--- src/rtl/evtcnt_pkg.sv ---
package evtcnt_pkg;
  localparam int BYTE_W = 8;
  localparam int ADDR_W = 2;

  // control register bit positions (software-visible)
  localparam int CB_RUN   = 0;
  localparam int CB_SRC   = 1;
  localparam int CB_SPLIT = 2;
  localparam int CB_OVF   = 3;
  localparam int CB_OVFH  = 4;

  localparam logic [ADDR_W-1:0] A_LO  = 2'd0;
  localparam logic [ADDR_W-1:0] A_HI  = 2'd1;
  localparam logic [ADDR_W-1:0] A_CTL = 2'd2;

  typedef struct packed {
    logic split;
    logic src_ext;
    logic run;
  } ctl_t;

  // increment one byte, carry in the top bit
  function automatic logic [BYTE_W:0] bump_byte(input logic [BYTE_W-1:0] v);
    return {1'b0, v} + {{BYTE_W{1'b0}}, 1'b1};
  endfunction

  function automatic logic byte_full(input logic [BYTE_W-1:0] v);
    return &v;
  endfunction
endpackage

--- src/rtl/evtcnt_prescale.sv ---
module evtcnt_prescale #(
  parameter int DIV = 12
) (
  input  logic clk,
  input  logic rst_n,
  output logic tick
);
  localparam int PW = (DIV > 1) ? $clog2(DIV) : 1;
  localparam logic [PW-1:0] LAST = PW'(DIV - 1);

  logic [PW-1:0] phase;

  assign tick = (phase == LAST);

  always_ff @(posedge clk or negedge rst_n) begin
    if (!rst_n) phase <= '0;
    else if (tick) phase <= '0;
    else phase <= phase + 1'b1;
  end

  AST_TICK_SPACED: assert property (@(posedge clk) disable iff (!rst_n)
    tick |=> !tick);
endmodule

--- src/rtl/evtcnt_edge.sv ---
module evtcnt_edge #(
  parameter int SYNC = 2
) (
  input  logic clk,
  input  logic rst_n,
  input  logic pin,
  input  logic base_tick,
  output logic ext_tick
);
  logic [SYNC-1:0] chain;
  logic            prev;
  logic            synced;
  logic            fall;
  logic            pending;

  genvar g;
  generate
    for (g = 0; g < SYNC; g++) begin : g_sync
      if (g == 0) begin : g_first
        always_ff @(posedge clk or negedge rst_n) begin
          if (!rst_n) chain[0] <= 1'b0;
          else chain[0] <= pin;
        end
      end else begin : g_next
        always_ff @(posedge clk or negedge rst_n) begin
          if (!rst_n) chain[g] <= 1'b0;
          else chain[g] <= chain[g-1];
        end
      end
    end
  endgenerate

  assign synced   = chain[SYNC-1];
  assign fall     = prev & ~synced;
  assign ext_tick = base_tick & (pending | fall);

  always_ff @(posedge clk or negedge rst_n) begin
    if (!rst_n) begin
      prev    <= 1'b0;
      pending <= 1'b0;
    end else begin
      prev    <= synced;
      pending <= base_tick ? 1'b0 : (pending | fall);
    end
  end

  AST_EXT_ON_BASE: assert property (@(posedge clk) disable iff (!rst_n)
    ext_tick |-> base_tick);
  AST_EDGE_KEPT: assert property (@(posedge clk) disable iff (!rst_n)
    (fall && !base_tick) |=> pending);
endmodule

--- src/rtl/evtcnt_core.sv ---
module evtcnt_core
  import evtcnt_pkg::*;
(
  input  logic              clk,
  input  logic              rst_n,
  input  logic              wr_en,
  input  logic [ADDR_W-1:0] wr_addr,
  input  logic [BYTE_W-1:0] wr_data,
  input  logic              ack_lo,
  input  logic              ack_hi,
  input  logic              base_tick,
  input  logic              ext_tick,
  output logic [BYTE_W-1:0] cnt_lo,
  output logic [BYTE_W-1:0] cnt_hi,
  output ctl_t              ctl,
  output logic              ovf,
  output logic              ovf_hi
);
  logic              src_tick;
  logic              inc_lo, inc_hi_split, lo_carry, hi_carry_casc;
  logic              ovf_evt, ovfh_evt;
  logic              wr_lo, wr_hi, wr_ctl;
  logic [BYTE_W:0]   lo_sum, hi_sum;
  logic [BYTE_W-1:0] lo_n, hi_n;

  assign wr_lo  = wr_en && (wr_addr == A_LO);
  assign wr_hi  = wr_en && (wr_addr == A_HI);
  assign wr_ctl = wr_en && (wr_addr == A_CTL);

  assign src_tick      = ctl.src_ext ? ext_tick : base_tick;
  assign inc_lo        = ctl.run & src_tick;
  assign inc_hi_split  = ctl.run & base_tick & ctl.split;
  assign lo_sum        = bump_byte(cnt_lo);
  assign hi_sum        = bump_byte(cnt_hi);
  assign lo_carry      = inc_lo & lo_sum[BYTE_W];
  assign hi_carry_casc = lo_carry & ~ctl.split;

  // rollover events brought out for assertions
  assign ovf_evt  = lo_carry & (ctl.split | byte_full(cnt_hi));
  assign ovfh_evt = inc_hi_split & byte_full(cnt_hi);

  always_comb begin
    lo_n = inc_lo ? lo_sum[BYTE_W-1:0] : cnt_lo;
    if (wr_lo) lo_n = wr_data;
    hi_n = (hi_carry_casc | inc_hi_split) ? hi_sum[BYTE_W-1:0] : cnt_hi;
    if (wr_hi) hi_n = wr_data;
  end

  always_ff @(posedge clk or negedge rst_n) begin
    if (!rst_n) begin
      cnt_lo <= '0;
      cnt_hi <= '0;
      ctl    <= '0;
      ovf    <= 1'b0;
      ovf_hi <= 1'b0;
    end else begin
      cnt_lo <= lo_n;
      cnt_hi <= hi_n;
      if (wr_ctl) begin
        ctl.run     <= wr_data[CB_RUN];
        ctl.src_ext <= wr_data[CB_SRC];
        ctl.split   <= wr_data[CB_SPLIT];
        ovf         <= wr_data[CB_OVF];
        ovf_hi      <= wr_data[CB_OVFH];
      end else begin
        if (ovf_evt) ovf <= 1'b1;
        else if (ack_lo) ovf <= 1'b0;
        if (ovfh_evt) ovf_hi <= 1'b1;
        else if (ack_hi) ovf_hi <= 1'b0;
      end
    end
  end

  AST_HOLD_STOPPED: assert property (@(posedge clk) disable iff (!rst_n)
    (!ctl.run && !wr_lo && !wr_hi) |=> $stable({cnt_hi, cnt_lo}));
  AST_CASCADE_CARRY: assert property (@(posedge clk) disable iff (!rst_n)
    (!ctl.split && inc_lo && byte_full(cnt_lo) && !wr_en)
      |=> (cnt_lo == '0) && (cnt_hi == $past(cnt_hi) + 1'b1));
  AST_ROLL_SETS_FLAG: assert property (@(posedge clk) disable iff (!rst_n)
    (ovf_evt && !wr_ctl) |=> ovf);
  AST_ROLL_SETS_FLAG_HI: assert property (@(posedge clk) disable iff (!rst_n)
    (ovfh_evt && !wr_ctl) |=> ovf_hi);
  AST_FLAG_STICKY: assert property (@(posedge clk) disable iff (!rst_n)
    (ovf && !ack_lo && !wr_ctl) |=> ovf);
  AST_WRITE_WINS: assert property (@(posedge clk) disable iff (!rst_n)
    wr_lo |=> (cnt_lo == $past(wr_data)));
  AST_SPLIT_NO_CARRY: assert property (@(posedge clk) disable iff (!rst_n)
    (ctl.split && !base_tick && !wr_hi) |=> $stable(cnt_hi));
endmodule

--- src/rtl/evtcnt_top.sv ---
module evtcnt_top
  import evtcnt_pkg::*;
#(
  parameter int DIV  = 12,
  parameter int SYNC = 2
) (
  input  logic              clk,
  input  logic              rst_n,
  input  logic              ext_evt,
  input  logic              wr_en,
  input  logic [ADDR_W-1:0] wr_addr,
  input  logic [BYTE_W-1:0] wr_data,
  input  logic [ADDR_W-1:0] rd_addr,
  output logic [BYTE_W-1:0] rd_data,
  input  logic              irq_ack,
  input  logic              irq_ack_hi,
  output logic              irq,
  output logic              irq_hi
);
  logic              base_tick, ext_tick;
  logic [BYTE_W-1:0] cnt_lo, cnt_hi;
  ctl_t              ctl;
  logic              ovf, ovf_hi;

  evtcnt_prescale #(.DIV(DIV)) u_pre (
    .clk(clk), .rst_n(rst_n), .tick(base_tick)
  );

  evtcnt_edge #(.SYNC(SYNC)) u_edge (
    .clk(clk), .rst_n(rst_n), .pin(ext_evt),
    .base_tick(base_tick), .ext_tick(ext_tick)
  );

  evtcnt_core u_core (
    .clk(clk), .rst_n(rst_n),
    .wr_en(wr_en), .wr_addr(wr_addr), .wr_data(wr_data),
    .ack_lo(irq_ack), .ack_hi(irq_ack_hi),
    .base_tick(base_tick), .ext_tick(ext_tick),
    .cnt_lo(cnt_lo), .cnt_hi(cnt_hi), .ctl(ctl),
    .ovf(ovf), .ovf_hi(ovf_hi)
  );

  always_comb begin
    rd_data = '0;
    case (rd_addr)
      A_LO:  rd_data = cnt_lo;
      A_HI:  rd_data = cnt_hi;
      A_CTL: begin
        rd_data[CB_RUN]   = ctl.run;
        rd_data[CB_SRC]   = ctl.src_ext;
        rd_data[CB_SPLIT] = ctl.split;
        rd_data[CB_OVF]   = ovf;
        rd_data[CB_OVFH]  = ovf_hi;
      end
      default: rd_data = '0;
    endcase
  end

  assign irq    = ovf;
  assign irq_hi = ovf_hi;

  AST_IRQ_FOLLOWS: assert property (@(posedge clk) disable iff (!rst_n)
    (irq_ack && !ovf_evt_q() && !(wr_en && wr_addr == A_CTL)) |=> !irq);

  function automatic logic ovf_evt_q();
    return u_core.ovf_evt;
  endfunction
endmodule

--- config.mk ---
export PLATFORM = sky130hd
export DESIGN_NAME = evtcnt_top
export DESIGN_NICKNAME = d
export VERILOG_FILES = /design/src/rtl/evtcnt_pkg.sv /design/src/rtl/evtcnt_prescale.sv /design/src/rtl/evtcnt_edge.sv /design/src/rtl/evtcnt_core.sv /design/src/rtl/evtcnt_top.sv
export SDC_FILE = /design/constraint.sdc
export NUM_CORES = 1
export LEC_CHECK = 0
export ABC_AREA = 1
export BUFFER_PORTS_ARGS = -buffer_cell sky130_fd_sc_hd__buf_2
export CORE_MARGIN = 5
export CORE_UTILIZATION = 38
export DETAILED_ROUTE_END_ITERATION = 10
export SETUP_SLACK_MARGIN = 0.5
export SYNTH_ARGS = -nofsm -noshare
export SYNTH_HDL_FRONTEND = slang
export SYNTH_SLANG_ARGS = --single-unit
--- constraint.sdc ---
create_clock -name clk -period 3 [get_ports clk]
set_input_delay 0.15 -clock clk [delete_from_list [all_inputs] [get_ports clk]]
set_output_delay 0.15 -clock clk [all_outputs]
set_load 0.05 [all_outputs]
==> impl_metrics.tcl <==
set metrics [dict create \
    critPathCaptureType "flop" \
    track_usage 0.165 \
    r2r_cells 6 \
    place_area_sq_um 2030 \
    skew_ps 3.45 \
    nNetsFinal 302 \
    finalSetupViolations 0 \
    clkTransAtPathRegs_ps 70 \
    startpoint_type "flop" \
    synth_seq_cells 29 \
    synthCells 247 \
    vias 1675 \
    pin_count 28 \
    slowest_stage "dfrtp_1" \
    finalCritPeriodShare 0.518 \
    critPathArrivalTime_ps 1760 \
    clockBufferDepth 2 \
    ys_types 29 \
    path_class "flop to flop" \
    core_area_sq_um 4690 \
    holdPathEnd "u_core.cnt_lo[6]" \
    critPathTopFamily "compound AO/OA/AOI/OAI gates" \
    crit_chain "ha_1, nand3_4, nor2_8, a21oi_2, nor2_1, a21oi_1" \
    clk_latency_ps 280 \
    worst_pin_slew_ps 673 \
    htree_levels 2 \
    cts_root_buf "clkbuf_8" \
    final_common_cell "nand2_1" \
    drt_iter0_markers 117 \
    syn_nets 268 \
    antenna_found_initial 0 \
    synth_area_sq_um 1830 \
    cts_buffers 5 \
    gp_congestion 0.813 \
    grt_max_degree 30 \
    yosysWarnings 0 \
    slew_violations 0 \
    die_y_microns 79.5 \
    area_growth_pct 16.9 \
    critPathMaxStageDelay_ps 400 \
    holdCritStartpoint "wr_data[6]" \
    io_buffers 27 \
    cts_setup_buffers 0 \
    rows 25 \
    setup_ws_ps 1450 \
    timing.hold.ws_ps 112 \
    viasPerCell 4.99 \
    place_hpwl_mm 3.61 \
    cts_num_sinks 29 \
    drv_cap 0 \
    ant_nets 0 \
    cts_hold_buf 2 \
    power.leakage_nw 1.15 \
    diodes 0 \
    die_area_sq_um 6310 \
    wl_mm 4.66 \
    start_util 0.391 \
    layout-drive-gt1-share 0.184 \
    slew_headroom 0.550 \
    finalHoldViolations 0 \
    fill_cells 515 \
    hold_depth 3 \
    pre_cts_slack_ps 1430 \
    stdcell_area_sq_um 2140 \
    max_freq_mhz 643 \
    rrSetupSlack_ps 1450 \
    hp-class "primary input to flop" \
    grt-ovfl-total 0 \
    rr_endpoint "u_core.cnt_lo[4]" \
    ir_drop_mv 0.350 \
    rr_startpoint "u_pre.phase[0]" \
    cts_tree "built" \
    dr.pass1.iters 5 \
    routedWlPerCell_microns 13.9 \
    tns_ps 0 \
    status "complete, no violations" \
    worstPathRequired_ps 3200 \
    avgSynthCellArea_sq_um 7.42 \
    power.density_nw_per_um2 619 \
    path_max_fanout 9 \
    rsz0062_at_grt "false" \
    fp.dieW_microns 79.5 \
    min_period_ps 1550 \
    drc 0 \
    post_cts_resized 0 \
    layout_common_cells "nand2_1, inv_1, dfrtp_1" \
    cp_num_buf_inv 0 \
    grt_first_pass_wirelength_mm 8.08 \
    grt_pass1_vias 1686 \
    ys_seq_area_frac 0.396 \
]
## metal layers
layer / part of all wire / wire [microns] / vias up / global-route usage
met1: 0.46 / 2150 / 783 / 0.211
met2: 0.50 / 2330 / 23 / 0.268
met4: 0.011 / 53 / 0 / 0.0636
met5: 0 / 0 / - / 0
li1: - / - / 865 / -
met3: 0.026 / 123 / 4 / 0.0384
## worst max path at each step
stage / cells after the start / from / to
final: 6 / u_pre.phase[0] / u_core.cnt_lo[4]
after CTS: 6 / u_pre.phase[0] / u_core.cnt_lo[4]
after detailed placement: 6 / u_pre.phase[0] / u_core.cnt_lo[4]
after global placement: 7 / u_pre.phase[0] / u_core.ovf
after floorplan: 3 / rd_addr[1] / rd_data[6]
after global routing: 6 / u_pre.phase[0] / u_core.cnt_lo[4]
## final cells by class
class / instances / area [sq um] / share of cell area
clock inverters: 2 / 13.8 / 0.00642
inverters: 38 / 143 / 0.0665
well taps: 54 / 67.6 / 0.0315
flip-flops and latches: 29 / 726 / 0.339
multi-input cells: 178 / 956 / 0.446
clock buffers: 6 / 82.6 / 0.0385
repair buffers: 29 / 155 / 0.0724
## Yosys cell counts
cell type | n | area share
nand3_2 | 2 | 0.011
nor2_4 | 3 | 0.018
o21a_1 | 1 | 0.0041
nor2_2 | 1 | 0.0034
nand4_4 | 1 | 0.012
nand3_1 | 16 | 0.044
nor2_8 | 1 | 0.011
inv_2 | 2 | 0.0041
buf_2 | 1 | 0.0027
inv_1 | 36 | 0.074
o22ai_1 | 1 | 0.0034
clkbuf_1 | 1 | 0.0020
nand3_4 | 2 | 0.019
nand4_1 | 10 | 0.034
o21ai_0 | 17 | 0.046
ha_1 | 3 | 0.020
o221ai_1 | 3 | 0.014
o211ai_1 | 4 | 0.016
xor2_1 | 6 | 0.029
nor3_1 | 3 | 0.0082
nor2_1 | 13 | 0.027
a21oi_2 | 1 | 0.0048
dfrtp_1 | 29 | 0.40
nand2_1 | 82 | 0.17
nand2_4 | 1 | 0.0061
or2_2 | 2 | 0.0068
a21oi_1 | 3 | 0.0082
a31oi_1 | 1 | 0.0034
nand2_2 | 1 | 0.0034
## state kept, by name (all words and copies together), names as in the netlist
register	count
u_edge.synced	1
u_core.ctl	3
u_core.cnt_hi	8
u_edge.pending	1
u_edge.prev	1
u_edge.chain	1
u_core.ovf_hi	1
u_core.cnt_lo	8
u_pre.phase	4
u_core.ovf	1
## worst min-delay path, stage by stage
cell	delay, ps
buf_2	90
nand2_1	50
nand3_1	70
## metrics by stage
stage	total power [mW]	util	cells
floorplan	0.853	-	247
CTS	1.33	0.457	336
finish	1.33	0.457	336
detailed placement	0.979	0.432	326
global placement	0.978	0.432	326
global route	1.43	0.457	336
## where the power goes
part	total, mW	internal (mW)	switching, mW
Combinational	0.414	0.134	0.280
Clock	0.350	0.186	0.164
Sequential	0.562	0.467	0.0954
Total	1.33	0.787	0.539
## kinds of logic (layout without fill, tap and decap cells)
| kind of cell | count (synthesis) | in the layout | synth area share |
|---|---|---|---|
| buffers and inverters | 40 | 75 | 0.0826 |
| DFF | 29 | 29 | 0.396 |
| xor gates and xnor gates | 6 | 6 | 0.0287 |
| and+or+nand+nor | 138 | 138 | 0.371 |
| AOI/OAI and AO/OA | 31 | 31 | 0.101 |
| adders and majority gates | 3 | 3 | 0.0205 |
Note: power is estimated with default switching activity, not from simulation.
